--- config.mk ---
export PLATFORM = sky130hd
export DESIGN_NAME = edge_irq_regbank
export DESIGN_NICKNAME = d
export VERILOG_FILES = /design/src/rtl/eirq_pkg.sv /design/src/rtl/eirq_sync.sv /design/src/rtl/eirq_edge.sv /design/src/rtl/eirq_enreg.sv /design/src/rtl/eirq_latch.sv /design/src/rtl/edge_irq_regbank.sv
export SDC_FILE = /design/constraint.sdc
export NUM_CORES = 1
export LEC_CHECK = 0
export ABC_CLOCK_PERIOD_IN_PS = 7970
export BUFFER_PORTS_ARGS = -buffer_cell sky130_fd_sc_hd__buf_2
export CAP_MARGIN = 20
export CORE_MARGIN = 4
export CORE_UTILIZATION = 56
export DETAILED_ROUTE_END_ITERATION = 16
export PLACE_DENSITY = 0.79
export SYNTH_ARGS = -nofsm -noshare
export SYNTH_HDL_FRONTEND = slang
export SYNTH_SLANG_ARGS = --single-unit
--- constraint.sdc ---
create_clock -name clk -period 7.97 [get_ports clk]
set_input_delay 2.391 -clock clk [delete_from_list [all_inputs] [get_ports clk]]
set_output_delay 2.391 -clock clk [all_outputs]
set_load 0.005 [all_outputs]
--- src/rtl/eirq_pkg.sv ---
package eirq_pkg;
  localparam int SRC_W_DEF  = 5;
  localparam int DATA_W_DEF = 8;
  localparam int ADDR_W_DEF = 8;

  typedef enum logic [1:0] {
    ENOP_NONE = 2'd0,
    ENOP_LOAD = 2'd1,
    ENOP_SET  = 2'd2,
    ENOP_CLR  = 2'd3
  } en_op_e;
endpackage

--- src/rtl/eirq_sync.sv ---
module eirq_sync #(
  parameter int W      = 5,
  parameter int STAGES = 2
) (
  input  logic         clk,
  input  logic         rst_n,
  input  logic [W-1:0] d,
  output logic [W-1:0] q
);
  logic [W-1:0] stg [STAGES];

  generate
    for (genvar s = 0; s < STAGES; s++) begin : g_stage
      if (s == 0) begin : g_first
        always_ff @(posedge clk or negedge rst_n) begin
          if (!rst_n) stg[0] <= '0;
          else        stg[0] <= d;
        end
      end else begin : g_next
        always_ff @(posedge clk or negedge rst_n) begin
          if (!rst_n) stg[s] <= '0;
          else        stg[s] <= stg[s-1];
        end
      end
    end
  endgenerate

  assign q = stg[STAGES-1];
endmodule

--- src/rtl/eirq_edge.sv ---
module eirq_edge #(
  parameter int W = 5
) (
  input  logic         clk,
  input  logic         rst_n,
  input  logic [W-1:0] cur,
  input  logic [W-1:0] rise_en,
  input  logic [W-1:0] fall_en,
  output logic [W-1:0] hits
);
  logic [W-1:0] prev_q;
  logic [W-1:0] went_up;
  logic [W-1:0] went_down;

  always_ff @(posedge clk or negedge rst_n) begin
    if (!rst_n) prev_q <= '0;
    else        prev_q <= cur;
  end

  assign went_up   = cur & ~prev_q;
  assign went_down = ~cur & prev_q;
  assign hits      = (went_up & rise_en) | (went_down & fall_en);
endmodule

--- src/rtl/eirq_enreg.sv ---
module eirq_enreg
  import eirq_pkg::*;
#(
  parameter int                W      = 5,
  parameter int                DATA_W = 8,
  parameter int                ADDR_W = 8,
  parameter logic [ADDR_W-1:0] BASE   = 8'h0D
) (
  input  logic              clk,
  input  logic              rst_n,
  input  logic              we,
  input  logic [ADDR_W-1:0] addr,
  input  logic [DATA_W-1:0] wdata,
  output logic              sel,
  output logic [W-1:0]      en_q
);
  localparam logic [ADDR_W-1:0] SPAN = ADDR_W'(3);

  logic [ADDR_W-1:0] off;
  en_op_e            op;
  logic [W-1:0]      dbits;

  assign off   = addr - BASE;
  assign sel   = (addr >= BASE) && (off < SPAN);
  assign dbits = wdata[W-1:0];

  always_comb begin
    op = ENOP_NONE;
    if (we && sel) begin
      unique case (off[1:0])
        2'd0:    op = ENOP_LOAD;
        2'd1:    op = ENOP_SET;
        default: op = ENOP_CLR;
      endcase
    end
  end

  always_ff @(posedge clk or negedge rst_n) begin
    if (!rst_n) begin
      en_q <= '1;
    end else begin
      unique case (op)
        ENOP_LOAD: en_q <= dbits;
        ENOP_SET:  en_q <= en_q | dbits;
        ENOP_CLR:  en_q <= en_q & ~dbits;
        default:   en_q <= en_q;
      endcase
    end
  end
endmodule

--- src/rtl/eirq_latch.sv ---
module eirq_latch #(
  parameter int W = 5
) (
  input  logic         clk,
  input  logic         rst_n,
  input  logic [W-1:0] hits,
  input  logic         clr_valid,
  input  logic [W-1:0] clr_mask,
  output logic [W-1:0] latch_q
);
  logic [W-1:0] kept;

  assign kept = clr_valid ? (latch_q & ~clr_mask) : latch_q;

  always_ff @(posedge clk or negedge rst_n) begin
    if (!rst_n) latch_q <= '0;
    else        latch_q <= kept | hits;
  end
endmodule

--- src/rtl/edge_irq_regbank.sv ---
module edge_irq_regbank
  import eirq_pkg::*;
#(
  parameter int                SRC_W       = SRC_W_DEF,
  parameter int                DATA_W      = DATA_W_DEF,
  parameter int                ADDR_W      = ADDR_W_DEF,
  parameter int                SYNC_STAGES = 2,
  parameter logic [ADDR_W-1:0] RISE_BASE   = 8'h0D,
  parameter logic [ADDR_W-1:0] FALL_BASE   = 8'h10,
  parameter logic [ADDR_W-1:0] LATCH_ADDR  = 8'h13
) (
  input  logic              clk,
  input  logic              rst_n,
  input  logic [SRC_W-1:0]  status_in,
  input  logic              bus_we,
  input  logic [ADDR_W-1:0] bus_addr,
  input  logic [DATA_W-1:0] bus_wdata,
  output logic [DATA_W-1:0] bus_rdata,
  output logic              irq,
  output logic              evt_pulse
);
  logic [SRC_W-1:0] status_s;
  logic [SRC_W-1:0] rise_en;
  logic [SRC_W-1:0] fall_en;
  logic [SRC_W-1:0] hits;
  logic [SRC_W-1:0] latch_q;
  logic             rise_sel;
  logic             fall_sel;
  logic             latch_sel;

  eirq_sync #(.W(SRC_W), .STAGES(SYNC_STAGES)) u_sync (
    .clk   (clk),
    .rst_n (rst_n),
    .d     (status_in),
    .q     (status_s)
  );

  eirq_enreg #(.W(SRC_W), .DATA_W(DATA_W), .ADDR_W(ADDR_W), .BASE(RISE_BASE)) u_rise (
    .clk   (clk),
    .rst_n (rst_n),
    .we    (bus_we),
    .addr  (bus_addr),
    .wdata (bus_wdata),
    .sel   (rise_sel),
    .en_q  (rise_en)
  );

  eirq_enreg #(.W(SRC_W), .DATA_W(DATA_W), .ADDR_W(ADDR_W), .BASE(FALL_BASE)) u_fall (
    .clk   (clk),
    .rst_n (rst_n),
    .we    (bus_we),
    .addr  (bus_addr),
    .wdata (bus_wdata),
    .sel   (fall_sel),
    .en_q  (fall_en)
  );

  eirq_edge #(.W(SRC_W)) u_edge (
    .clk     (clk),
    .rst_n   (rst_n),
    .cur     (status_s),
    .rise_en (rise_en),
    .fall_en (fall_en),
    .hits    (hits)
  );

  assign latch_sel = (bus_addr == LATCH_ADDR);

  eirq_latch #(.W(SRC_W)) u_latch (
    .clk       (clk),
    .rst_n     (rst_n),
    .hits      (hits),
    .clr_valid (bus_we && latch_sel),
    .clr_mask  (bus_wdata[SRC_W-1:0]),
    .latch_q   (latch_q)
  );

  always_comb begin
    bus_rdata = '0;
    if (rise_sel)       bus_rdata[SRC_W-1:0] = rise_en;
    else if (fall_sel)  bus_rdata[SRC_W-1:0] = fall_en;
    else if (latch_sel) bus_rdata[SRC_W-1:0] = latch_q;
  end

  assign irq       = |latch_q;
  assign evt_pulse = |hits;
endmodule

======== Word-level counts from Yosys, hierarchy flattened ========
Index checks and enable logic that the tools add are counted.
storage, ports and cells
  flip-flop bits (word level) ............. 30
  bits of input ports ..................... 24
  output and inout port bits .............. 10
  logic and storage cells ................. 56
operators by class
  $add $sub $neg .......................... 2
  order comparisons ....................... 4
  eq/ne operators ......................... 9
  mux-type cells .......................... 10
  bitwise operators ....................... 14
  reduce and logical (&&, ||, !) cells .... 11
operators by type and width
  kind                   number
  $and A5 B5 Y5          7
  $pmux W5 S3            2
  $mux W5                4
  $or A5 B5 Y5           4
  $lt A8 B2 Y1 const B   2
  $not A5 Y5             3
  $reduce_or A5 Y1       2
  $eq A2 B1 Y1 const B   4
  $eq A2 B2 Y1 const B   4
  $eq A8 B5 Y1 const B   1
  $ge A8 B4 Y1 const B   1
  $ge A8 B5 Y1 const B   1
  $pmux W2 S2            2
  $sub A8 B4 Y8 const B  1
  $sub A8 B5 Y8 const B  1
  $reduce_bool A3 Y1     2
  $logic_and A1 B1 Y1    5
  $logic_not A2 Y1       2
  $mux W2                2

======== Depth between registers and ports, before layout ========
Gate-level depths: netlist of run 1.
  depth after elaboration ................. 7
  gate-level depth with buffers ........... 6
  gate-level depth less buffers ........... 4

======== Modules after synthesis ========
From an unflattened synthesis of run 1, not the netlist that was laid out.
unflattened totals
  cells, all modules ...................... 149
  area total of the unflattened synthesis .. 1,602.8 um^2
by module, submodules not included
  module                instances  cells an instance  area each (um^2)  seq. area each (um^2)
  eirq_enreg at u_rise  1          45                 394.1             131.4
  eirq_enreg at u_fall  1          26                 309.0             131.4
  eirq_sync             1          15                 287.8             250.2
  eirq_edge             1          20                 225.2             125.1
  edge_irq_regbank      1          28                 205.2             0.0
  eirq_latch            1          15                 181.4             125.1

======== Worst setup path before layout of run 1 ========
No wires, ideal clock.
  kind .................................... input -> output
  start point ............................. input bus_addr[7]
  end point ............................... output bus_rdata[0]
  arrival time ............................ 3.539 ns
  data required time ...................... 5.579 ns
  slack ................................... 2.040 ns
  stages on the path ...................... 5
  path buffers ............................ 2
  path through ............................ or3_4 > or3_1 > buf_6 > buf_6 > a21oi_1
between the ends
  longest elaborated chain between the ends .. 5
  elaborated cells between the ends (all ways) .. 12
  classes of those cells .................. add/sub (2); order compare (4); eq/ne (1); mux (3); reduce/logical (2)
ends and longest elaborated chain
  item                 RTL line                text
  from (decl)          edge_irq_regbank.sv:16  input logic [ADDR_W-1:0] bus_addr,
  $sub A8 B5 Y8        eirq_enreg.sv:23        assign off = addr - BASE;
  $lt A8 B2 Y1         eirq_enreg.sv:24        assign sel = (addr >= BASE) && (off < SPAN);
  $logic_and A1 B1 Y1  eirq_enreg.sv:24
  $mux W5              edge_irq_regbank.sv:81  else if (fall_sel) bus_rdata[SRC_W-1:0] = fall_en;
  $mux W5 (*)          edge_irq_regbank.sv:80  if (rise_sel) bus_rdata[SRC_W-1:0] = rise_en;
  to (decl)            edge_irq_regbank.sv:18  output logic [DATA_W-1:0] bus_rdata,
Mark *: on every way between the ends. The rest lies on a longest branch, timed or not.

======== Final worst setup path of run 1 ========
  start point ............................. input bus_addr[7]
  end point ............................... output bus_rdata[3]
Same word-level chain as after synthesis.

==> metrics.yaml, run 1 <==
fin_crit_sh: 0.795
required_ns: 5.58
synth_cell_types: 30
path_common_cell: "buf_2"
track_usage: 0.205
grt_max_degree: 31
finClkSkew_ns: 0.00644
overflow: 0
rsz0062_at_grt: "no"
remaining_drc_errors: 0
yosys_warnings: 0
start_util: 0.589
whs_endpoint: "u_sync.q[2]"
synth_top_area_frac: 0.343
cts_made_buffers: 5
layout_commonest_cell: "buf_2"
maxCapViolations: 0
fin_ws_ns: 1.63
status: "completed"
layout_common_cells: "buf_2 (27), dfrtp_1 (20), a21oi_1 (15)"
p_leak_nw: 0.731
clockBufferDepth: 2
clk_latency_ns: 0.33
ff2ff_path_depth: 3
crit_fanout: 16
ys_top_cells_by_area: "dfrtp_1 (34%), dfstp_2 (18%), a21oi_1 (5.1%), nand2b_1 (4.3%), nand2_1 (3.6%)"
ys_seq_area_frac: 0.523
syn_inst: 148
ctsHoldBuffers: 0
antenna_found_initial: 0
fin_tns_setup_ns: 0
routabilityCongestion: 0.822
syn_area_per_cell_um2: 9.86
die_w_um: 59.0
nets: 198
syn2layout_area_growth_pct: 15.4
hpwl_um: 2250
min-delay-path-class: "reg2reg"
postRouteAntennaNets: 0
cp.buffers_inverters: 2
final_layout_size_suffix_gt1_frac: 0.280
crit_chain: "buf_2 -> or3_4 -> or3_1 -> nor2_1 -> a21oi_1 -> buf_2"
clk_pin_slew_ns: 0.09
min-delay-start: "u_sync.stg[7]"
hold_viol: 0
drt_iter0_drc: 58
worst_pin_slew_ns: 0.668
critical-path-slowest-cell: "or3_1"
finalMaxSlewViolations: 0
cts_root_buffer: "clkbuf_4"
path_class: "in2out"
r2r_slack_ns: 6.85
min_path_cells: 0
port_buffers: 27
arrival_ns: 3.95
max_freq_mhz: 158
clock_sinks: 30
crit-reg2reg-capture: "u_latch.latch_q[1]"
grt_first_pass_wirelength_um: 5170
slowest_delay_ns: 0.65
finalSetupViolations: 0
grt_pass1_vias: 1151
dpl-instance-area_mm2: 0.00157
dpl_worst_slack_ns: 1.67
dr.pass1.iters: 4
critPathLaunchType: "input port"
ir_drop_mv: 0.234
powerDensity_mw_per_mm2: 225
reg2reg_from: "u_rise.en_q[1]"
cpLargestDelayFamily: "simple AND/OR/NAND/NOR gates"
end_kind: "output pin"
final_core_util: 0.680
antenna_cells: 0
fin_crit_ns: 6.34
cts_setup_buffers: 0
cts_tree: "yes"
rows: 18
num_vias: 1195
slew-limit-headroom: 0.555
syn_area_mm2: 0.00146
routedWlPerCell_um: 16.0
dieHeight_um: 59.0
vias_per_cell: 5.83
coreArea_mm2: 0.00248
synth_area_leader_cell: "dfrtp_1"
ioPinCount: 34
final_area_mm2: 0.00168
cts_resized: 0
die_area_mm2: 0.00349
ys_ff_latch: 30
wl_um: 3270
htree_levels: 2
-- where the power goes --
part           leakage [nW]  switching, mW  internal (mW)
Combinational         0.341         0.0185         0.0174
Clock                0.0585         0.0531          0.106
Sequential            0.332         0.0131          0.170
Total                 0.731         0.0847          0.294
-- worst max-delay path by stage --
stage	depth (start not counted)	to	slack (ns)	startpoint
after floorplan	5	bus_rdata[0]	2.04	bus_addr[7]
after global placement	6	bus_rdata[4]	1.66	bus_addr[7]
after detailed placement	6	bus_rdata[1]	1.67	bus_addr[7]
after CTS	6	bus_rdata[3]	1.65	bus_addr[7]
after global routing	6	bus_rdata[3]	1.52	bus_addr[2]
final	6	bus_rdata[3]	1.63	bus_addr[7]
-- synthesized netlist by cell type (all sizes together) --
library cell	n
dfrtp	20
o22a	1
clkbuf	3
nand3b	4
nor2	11
a21oi	15
nand2	14
conb	1
o21ai	10
and3	2
a21o	4
nor4	2
buf	7
dfstp	10
nor3b	3
a2bb2oi	5
a22oi	5
a211oi	5
and3b	1
o211ai	1
nand2b	10
or3	2
inv	2
nand3	9
nand4b	1
-- routing by layer --
layer,global-route usage,share of wire,wire [um]
met2,0.363,0.52,1700
met1,0.224,0.39,1270
met5,0,0,0
met4,0.0777,0.019,63
met3,0.0719,0.073,239
-- flip-flops by register name, indices dropped and copies added (netlist names) --
register         cells
u_fall.en_q          5
u_sync.stg           5
u_edge.prev_q        5
u_rise.en_q          5
u_sync.q             5
u_latch.latch_q      5
-- logic make-up after synthesis --
kind of cell / Yosys count / synth area share
AOI/OAI and AO/OA: 46 / 0.199
and+or+nand+nor: 59 / 0.225
other: 1 / 0.00257
DFF: 30 / 0.523
buffers and inverters: 12 / 0.0506
-- final cells by class --
class	count	area [um2]
inverter	2	7.51
tap	30	37.5
fill	193	793
timing repair buffer	27	135
multi-input combinational	108	629
clock inverter	2	60.1
clock buffer	6	51.3
sequential	30	763
-- per-stage QoR --
stage | std cells | power, mW | hold WS (ns)
after global placement | 197 | 0.218 | 0.334
final | 205 | 0.378 | 0.356
after detailed placement | 197 | 0.221 | 0.337
after CTS | 205 | 0.381 | 0.362
after global routing | 205 | 0.395 | 0.366
after floorplan | 150 | 0.204 | 0.331
Power figures use the tool's default switching activity.
==> inputs of run 2 (changes only) <==
--- a/config.mk
+++ b/config.mk
@@ -5,13 +5,13 @@
 export SDC_FILE = /design/constraint.sdc
 export NUM_CORES = 1
 export LEC_CHECK = 0
-export ABC_CLOCK_PERIOD_IN_PS = 7970
+export ABC_CLOCK_PERIOD_IN_PS = 6200
 export BUFFER_PORTS_ARGS = -buffer_cell sky130_fd_sc_hd__buf_2
 export CAP_MARGIN = 20
 export CORE_MARGIN = 4
-export CORE_UTILIZATION = 56
+export CORE_UTILIZATION = 52
 export DETAILED_ROUTE_END_ITERATION = 16
-export PLACE_DENSITY = 0.79
+export PLACE_DENSITY = 0.74
 export SYNTH_ARGS = -nofsm -noshare
 export SYNTH_HDL_FRONTEND = slang
 export SYNTH_SLANG_ARGS = --single-unit
==> constraint.sdc (replaced) <==
create_clock -name clk -period 6.2 [get_ports clk]
set_input_delay 1.86 -clock clk [delete_from_list [all_inputs] [get_ports clk]]
set_output_delay 1.86 -clock clk [all_outputs]
set_load 0.005 [all_outputs]
==> run 2 against run 1 <==
Compared with the run above:
- sequential share of layout area is 1.7 points higher
- first-iteration DRC count decreased by 31%
- combinational power is 26% higher
- via count shrank 2.8%
- total power up 2.0%
- non-clock buffer count is the same
- sequential power rose by 28%
- critical path depth is the same
- global-route usage shrank 2.1 points
- critical endpoint unchanged
- largest power group unchanged
==> metrics.yaml, run 2 (same netlist as run 1, synthesis figures left out) <==
wl_um: 2990
rsz0062_at_grt: "no"
grt_max_degree: 31
antenna_found_initial: 0
fin_crit_ns: 5.26
crit_chain: "buf_2 -> or3_4 -> or3_1 -> nor2_1 -> a21oi_1 -> buf_2"
crit_path_start: "bus_addr[7]"
hold_viol: 0
reg2reg_from: "u_rise.en_q[2]"
dr.pass1.iters: 4
cts_setup_buffers: 0
end_kind: "output pin"
finClkSkew_ns: 0.00912
gr-usage-met2: 0.269
status: "completed"
track_usage: 0.184
crit-reg2reg-capture: "u_latch.latch_q[2]"
area.sequential_um2: 763
final_cells: 205
clockBufferDepth: 2
htree_levels: 2
grt.busiest_layer: "met2"
ir_drop_mv: 0.210
max_freq_mhz: 190
fin_ws_ns: 0.941
nets: 198
worst_pin_slew_ns: 0.619
nFillCells: 213
clkPwrFrac: 0.275
path_common_cell: "buf_2"
routabilityCongestion: 0.848
dpl_worst_slack_ns: 0.915
finalMaxSlewViolations: 0
clk_pin_slew_ns: 0.09
vias_per_cell: 5.67
dp_cells: 197
cts_root_buffer: "clkbuf_4"
die_w_um: 61.0
layout_commonest_cell: "buf_2"
final_core_util: 0.632
coreArea_mm2: 0.00257
routedWlPerCell_um: 14.6
final_area_mm2: 0.00162
grtUsageMet1: 0.243
hpwl_um: 2190
fin_tns_setup_ns: 0
drt_iter0_drc: 40
antenna_cells: 0
fin_hold_ws_ns: 0.354
rows: 18
cts_made_buffers: 5
path_class: "in2out"
overflow: 0
required_ns: 4.34
crit_fanout: 16
ctsHoldBuffers: 0
slowest_delay_ns: 0.63
start_util: 0.568
slew-limit-headroom: 0.587
p_sw_frac: 0.259
remaining_drc_errors: 0
grt_pass1_vias: 1116
p_int_mw: 0.286
powerDensity_mw_per_mm2: 238
critPathLaunchType: "input port"
arrival_ns: 3.40
cts_resized: 0
finalSetupViolations: 0
layout_common_cells: "buf_2 (27), dfrtp_1 (20), a21oi_1 (15)"
ff2ff_path_depth: 3
seqPwrFrac: 0.608
clock_sinks: 30
total_power_mw: 0.386
min-delay-path-class: "reg2reg"
cpLargestDelayFamily: "simple AND/OR/NAND/NOR gates"
critical-path-slowest-cell: "or3_1"
r2r_slack_ns: 5.10
dieHeight_um: 61.0
final_layout_size_suffix_gt1_frac: 0.263
fin_crit_sh: 0.848
crit_cells: 6
cts_tree: "yes"
grtUsageMet3: 0.0723
dpl-instance-area_mm2: 0.00157
clk_latency_ns: 0.32
syn2layout_area_growth_pct: 11.1
port_buffers: 27
maxCapViolations: 0
num_vias: 1162
crit_end: "bus_rdata[3]"
min-delay-start: "u_sync.stg[5]"
combPwrFrac: 0.117
switching_power_mw: 0.100
postRouteAntennaNets: 0
multi_input_area_um2: 629
ioPinCount: 34
die_area_mm2: 0.00372
p_leak_nw: 0.699
cp.buffers_inverters: 2
grt_first_pass_wirelength_um: 4910
-- run 2: worst min path at each step --
| stage | endpoint | slack, ns | depth (start not counted) |
|---|---|---|---|
| final | u_sync.q[0] | 0.35 | 0 |
| after global routing | u_sync.q[0] | 0.37 | 0 |
| after CTS | u_sync.q[0] | 0.35 | 0 |
| after detailed placement | u_sync.q[1] | 0.34 | 0 |
| after global placement | u_sync.q[3] | 0.33 | 0 |
| after floorplan | u_sync.q[0] | 0.33 | 0 |
-- run 2: cell type report --
cell class              count  area share
well taps                  30      0.0231
multi-input cells         108       0.388
inverters                   2     0.00463
repair buffers             27      0.0833
flip-flops and latches     30       0.471
clock buffers               8      0.0301
-- run 2: power by group through the flow --
stage | Sequential (mW) | Clock [mW] | Combinational (mW)
after floorplan | 0.232 | 0 | 0.0299
after global placement | 0.237 | 0 | 0.0437
after detailed placement | 0.239 | 0 | 0.0458
after CTS | 0.235 | 0.110 | 0.0459
after global routing | 0.237 | 0.119 | 0.0519
final | 0.235 | 0.106 | 0.0452
-- run 2: per-layer routing --
metal,up-vias,share of wire
met3,6,0.041
met4,0,0.020
met5,-,0
met2,31,0.47
li1,574,-
met1,551,0.46
==> inputs of run 3 (changes only) <==
--- a/config.mk
+++ b/config.mk
@@ -5,13 +5,13 @@
 export SDC_FILE = /design/constraint.sdc
 export NUM_CORES = 1
 export LEC_CHECK = 0
-export ABC_CLOCK_PERIOD_IN_PS = 6200
+export ABC_CLOCK_PERIOD_IN_PS = 4300
 export BUFFER_PORTS_ARGS = -buffer_cell sky130_fd_sc_hd__buf_2
 export CAP_MARGIN = 20
 export CORE_MARGIN = 4
-export CORE_UTILIZATION = 52
+export CORE_UTILIZATION = 47
 export DETAILED_ROUTE_END_ITERATION = 16
-export PLACE_DENSITY = 0.74
+export PLACE_DENSITY = 0.7
 export SYNTH_ARGS = -nofsm -noshare
 export SYNTH_HDL_FRONTEND = slang
 export SYNTH_SLANG_ARGS = --single-unit
==> constraint.sdc (replaced) <==
create_clock -name clk -period 4.3 [get_ports clk]
set_input_delay 1.29 -clock clk [delete_from_list [all_inputs] [get_ports clk]]
set_output_delay 1.29 -clock clk [all_outputs]
set_load 0.005 [all_outputs]
==> run 3 against run 2 <==
Compared with the run above:
- non-clock buffer count grew 2
- critical path depth is the same
- via count grew 1.7%
- sequential share of layout area shrank 0.79 points
- clock power grew 58%
- sequential power grew 44%
- clock skew shrank 0.0030 ns
- core utilization shrank 5.4 points
- first-iteration DRC count grew 60%
- cell area grew 1.7%
- worst setup slack lost 0.68 ns
- largest power group unchanged
- register-to-register slack lost 1.9 ns
==> metrics.yaml, run 3 (same netlist as run 1, synthesis figures left out) <==
die_w_um: 63.7
vias_per_cell: 5.68
critical-path-slowest-cell: "or3_1"
fin_tns_setup_ns: 0
rsz0062_at_grt: "no"
clockBufferDepth: 2
final_layout_size_suffix_gt1_frac: 0.282
arrival_ns: 2.75
clk_pin_slew_ns: 0.08
nFillCells: 254
ctsHoldBuffers: 0
grt_first_pass_wirelength_um: 5230
cts_resized: 0
finClkSkew_ns: 0.00611
nets: 200
cp.buffers_inverters: 2
ioPinCount: 34
ir_drop_mv: 0.228
worst_pin_slew_ns: 0.627
routabilityCongestion: 0.803
required_ns: 3.01
antenna_cells: 0
wl_um: 3030
maxCapViolations: 0
dieHeight_um: 63.7
clk_latency_ns: 0.32
path_class: "in2out"
end_kind: "output pin"
crit_chain: "buf_2 -> or3_4 -> or3_1 -> nor2_1 -> a21oi_1 -> buf_2"
routedWlPerCell_um: 14.5
final_cells: 208
start_util: 0.511
port_buffers: 27
min-delay-path-class: "reg2reg"
postRouteAntennaNets: 0
track_usage: 0.167
dpl-instance-area_mm2: 0.00159
die_area_mm2: 0.00406
layout_common_cells: "buf_2 (27), dfrtp_1 (20), a21oi_1 (15)"
cts_root_buffer: "clkbuf_4"
dpl_worst_slack_ns: 0.260
grt_pass1_vias: 1147
powerDensity_mw_per_mm2: 346
cts_made_buffers: 5
fin_ws_ns: 0.261
num_vias: 1182
final_area_mm2: 0.00165
overflow: 0
slowest_delay_ns: 0.59
coreArea_mm2: 0.00285
hold_viol: 0
layout_commonest_cell: "buf_2"
dr.pass1.iters: 4
finalSetupViolations: 0
clock_sinks: 30
hpwl_um: 2230
grt_max_degree: 31
critPathLaunchType: "input port"
finalMaxSlewViolations: 0
slew-limit-headroom: 0.582
rows: 19
status: "completed"
crit_fanout: 14
drt_iter0_drc: 64
p_leak_nw: 0.718
max_freq_mhz: 248
fin_crit_sh: 0.939
cts_setup_buffers: 0
antenna_found_initial: 0
fin_crit_ns: 4.04
htree_levels: 2
cpLargestDelayFamily: "simple AND/OR/NAND/NOR gates"
cts_tree: "yes"
path_common_cell: "buf_2"
syn2layout_area_growth_pct: 13.0
dp_cells: 200
remaining_drc_errors: 0
==> run 3: cell count changes in the layout (fill, tap and decap cells not counted), sizes merged <==
cell / change
clkinv: +1
clkbuf: -1
buf: +2
==> run 3: path summary, 6_finish.rpt <==
check,end,start,depth (start not counted),slack (ns)
worst max-delay path,bus_rdata[3],bus_addr[7],6,0.26
worst min-delay path,u_sync.q[1],u_sync.stg[6],0,0.35
worst max register to register,u_latch.latch_q[1],u_rise.en_q[1],3,3.24
worst min register to register,u_sync.q[1],u_sync.stg[6],0,0.35
max in group asynchronous,u_sync.q[1],rst_n,1,2.91
min in group asynchronous,u_edge.prev_q[3],rst_n,1,0.98
==> run 3: power breakdown <==
part | switching [mW] | internal [mW]
combinational | 0.0331 | 0.0322
clock | 0.0886 | 0.0791
sequential | 0.0227 | 0.315
total | 0.144 | 0.427
==> run 3: metal layers <==
metal  part of all wire  up-vias  GRT usage
li1                   -      580          -
met5                  0        -          0
met4              0.016        0     0.0889
met2               0.48       29      0.262
met3              0.045        6     0.0568
met1               0.46      567      0.202
==> run 3: layout make-up <==
cell class / count / area, um2 / area share
Multi-Input combinational cell: 108 / 629 / 0.382
Timing Repair Buffer: 29 / 150 / 0.0910
Clock inverter: 1 / 5.00 / 0.00303
Sequential cell: 30 / 763 / 0.463
Inverter: 2 / 7.51 / 0.00455
Tap cell: 31 / 38.8 / 0.0235
Clock buffer: 7 / 55.1 / 0.0334
==> run 3: worst reg2reg max path, delay by kind of cell (launching register included) <==
family,cells,cell delay (ns)
AOI/OAI and AO/OA,2,0.38
DFF,1,0.57
and+or+nand+nor,1,0.05
==> run 3: per-stage QoR <==
stage | total power, mW | hold WS (ns) | util
floorplan | 0.378 | 0.331 | -
global placement | 0.405 | 0.332 | 0.557
detailed placement | 0.408 | 0.336 | 0.557
CTS | 0.577 | 0.354 | 0.578
global route | 0.612 | 0.370 | 0.578
finish | 0.571 | 0.353 | 0.578
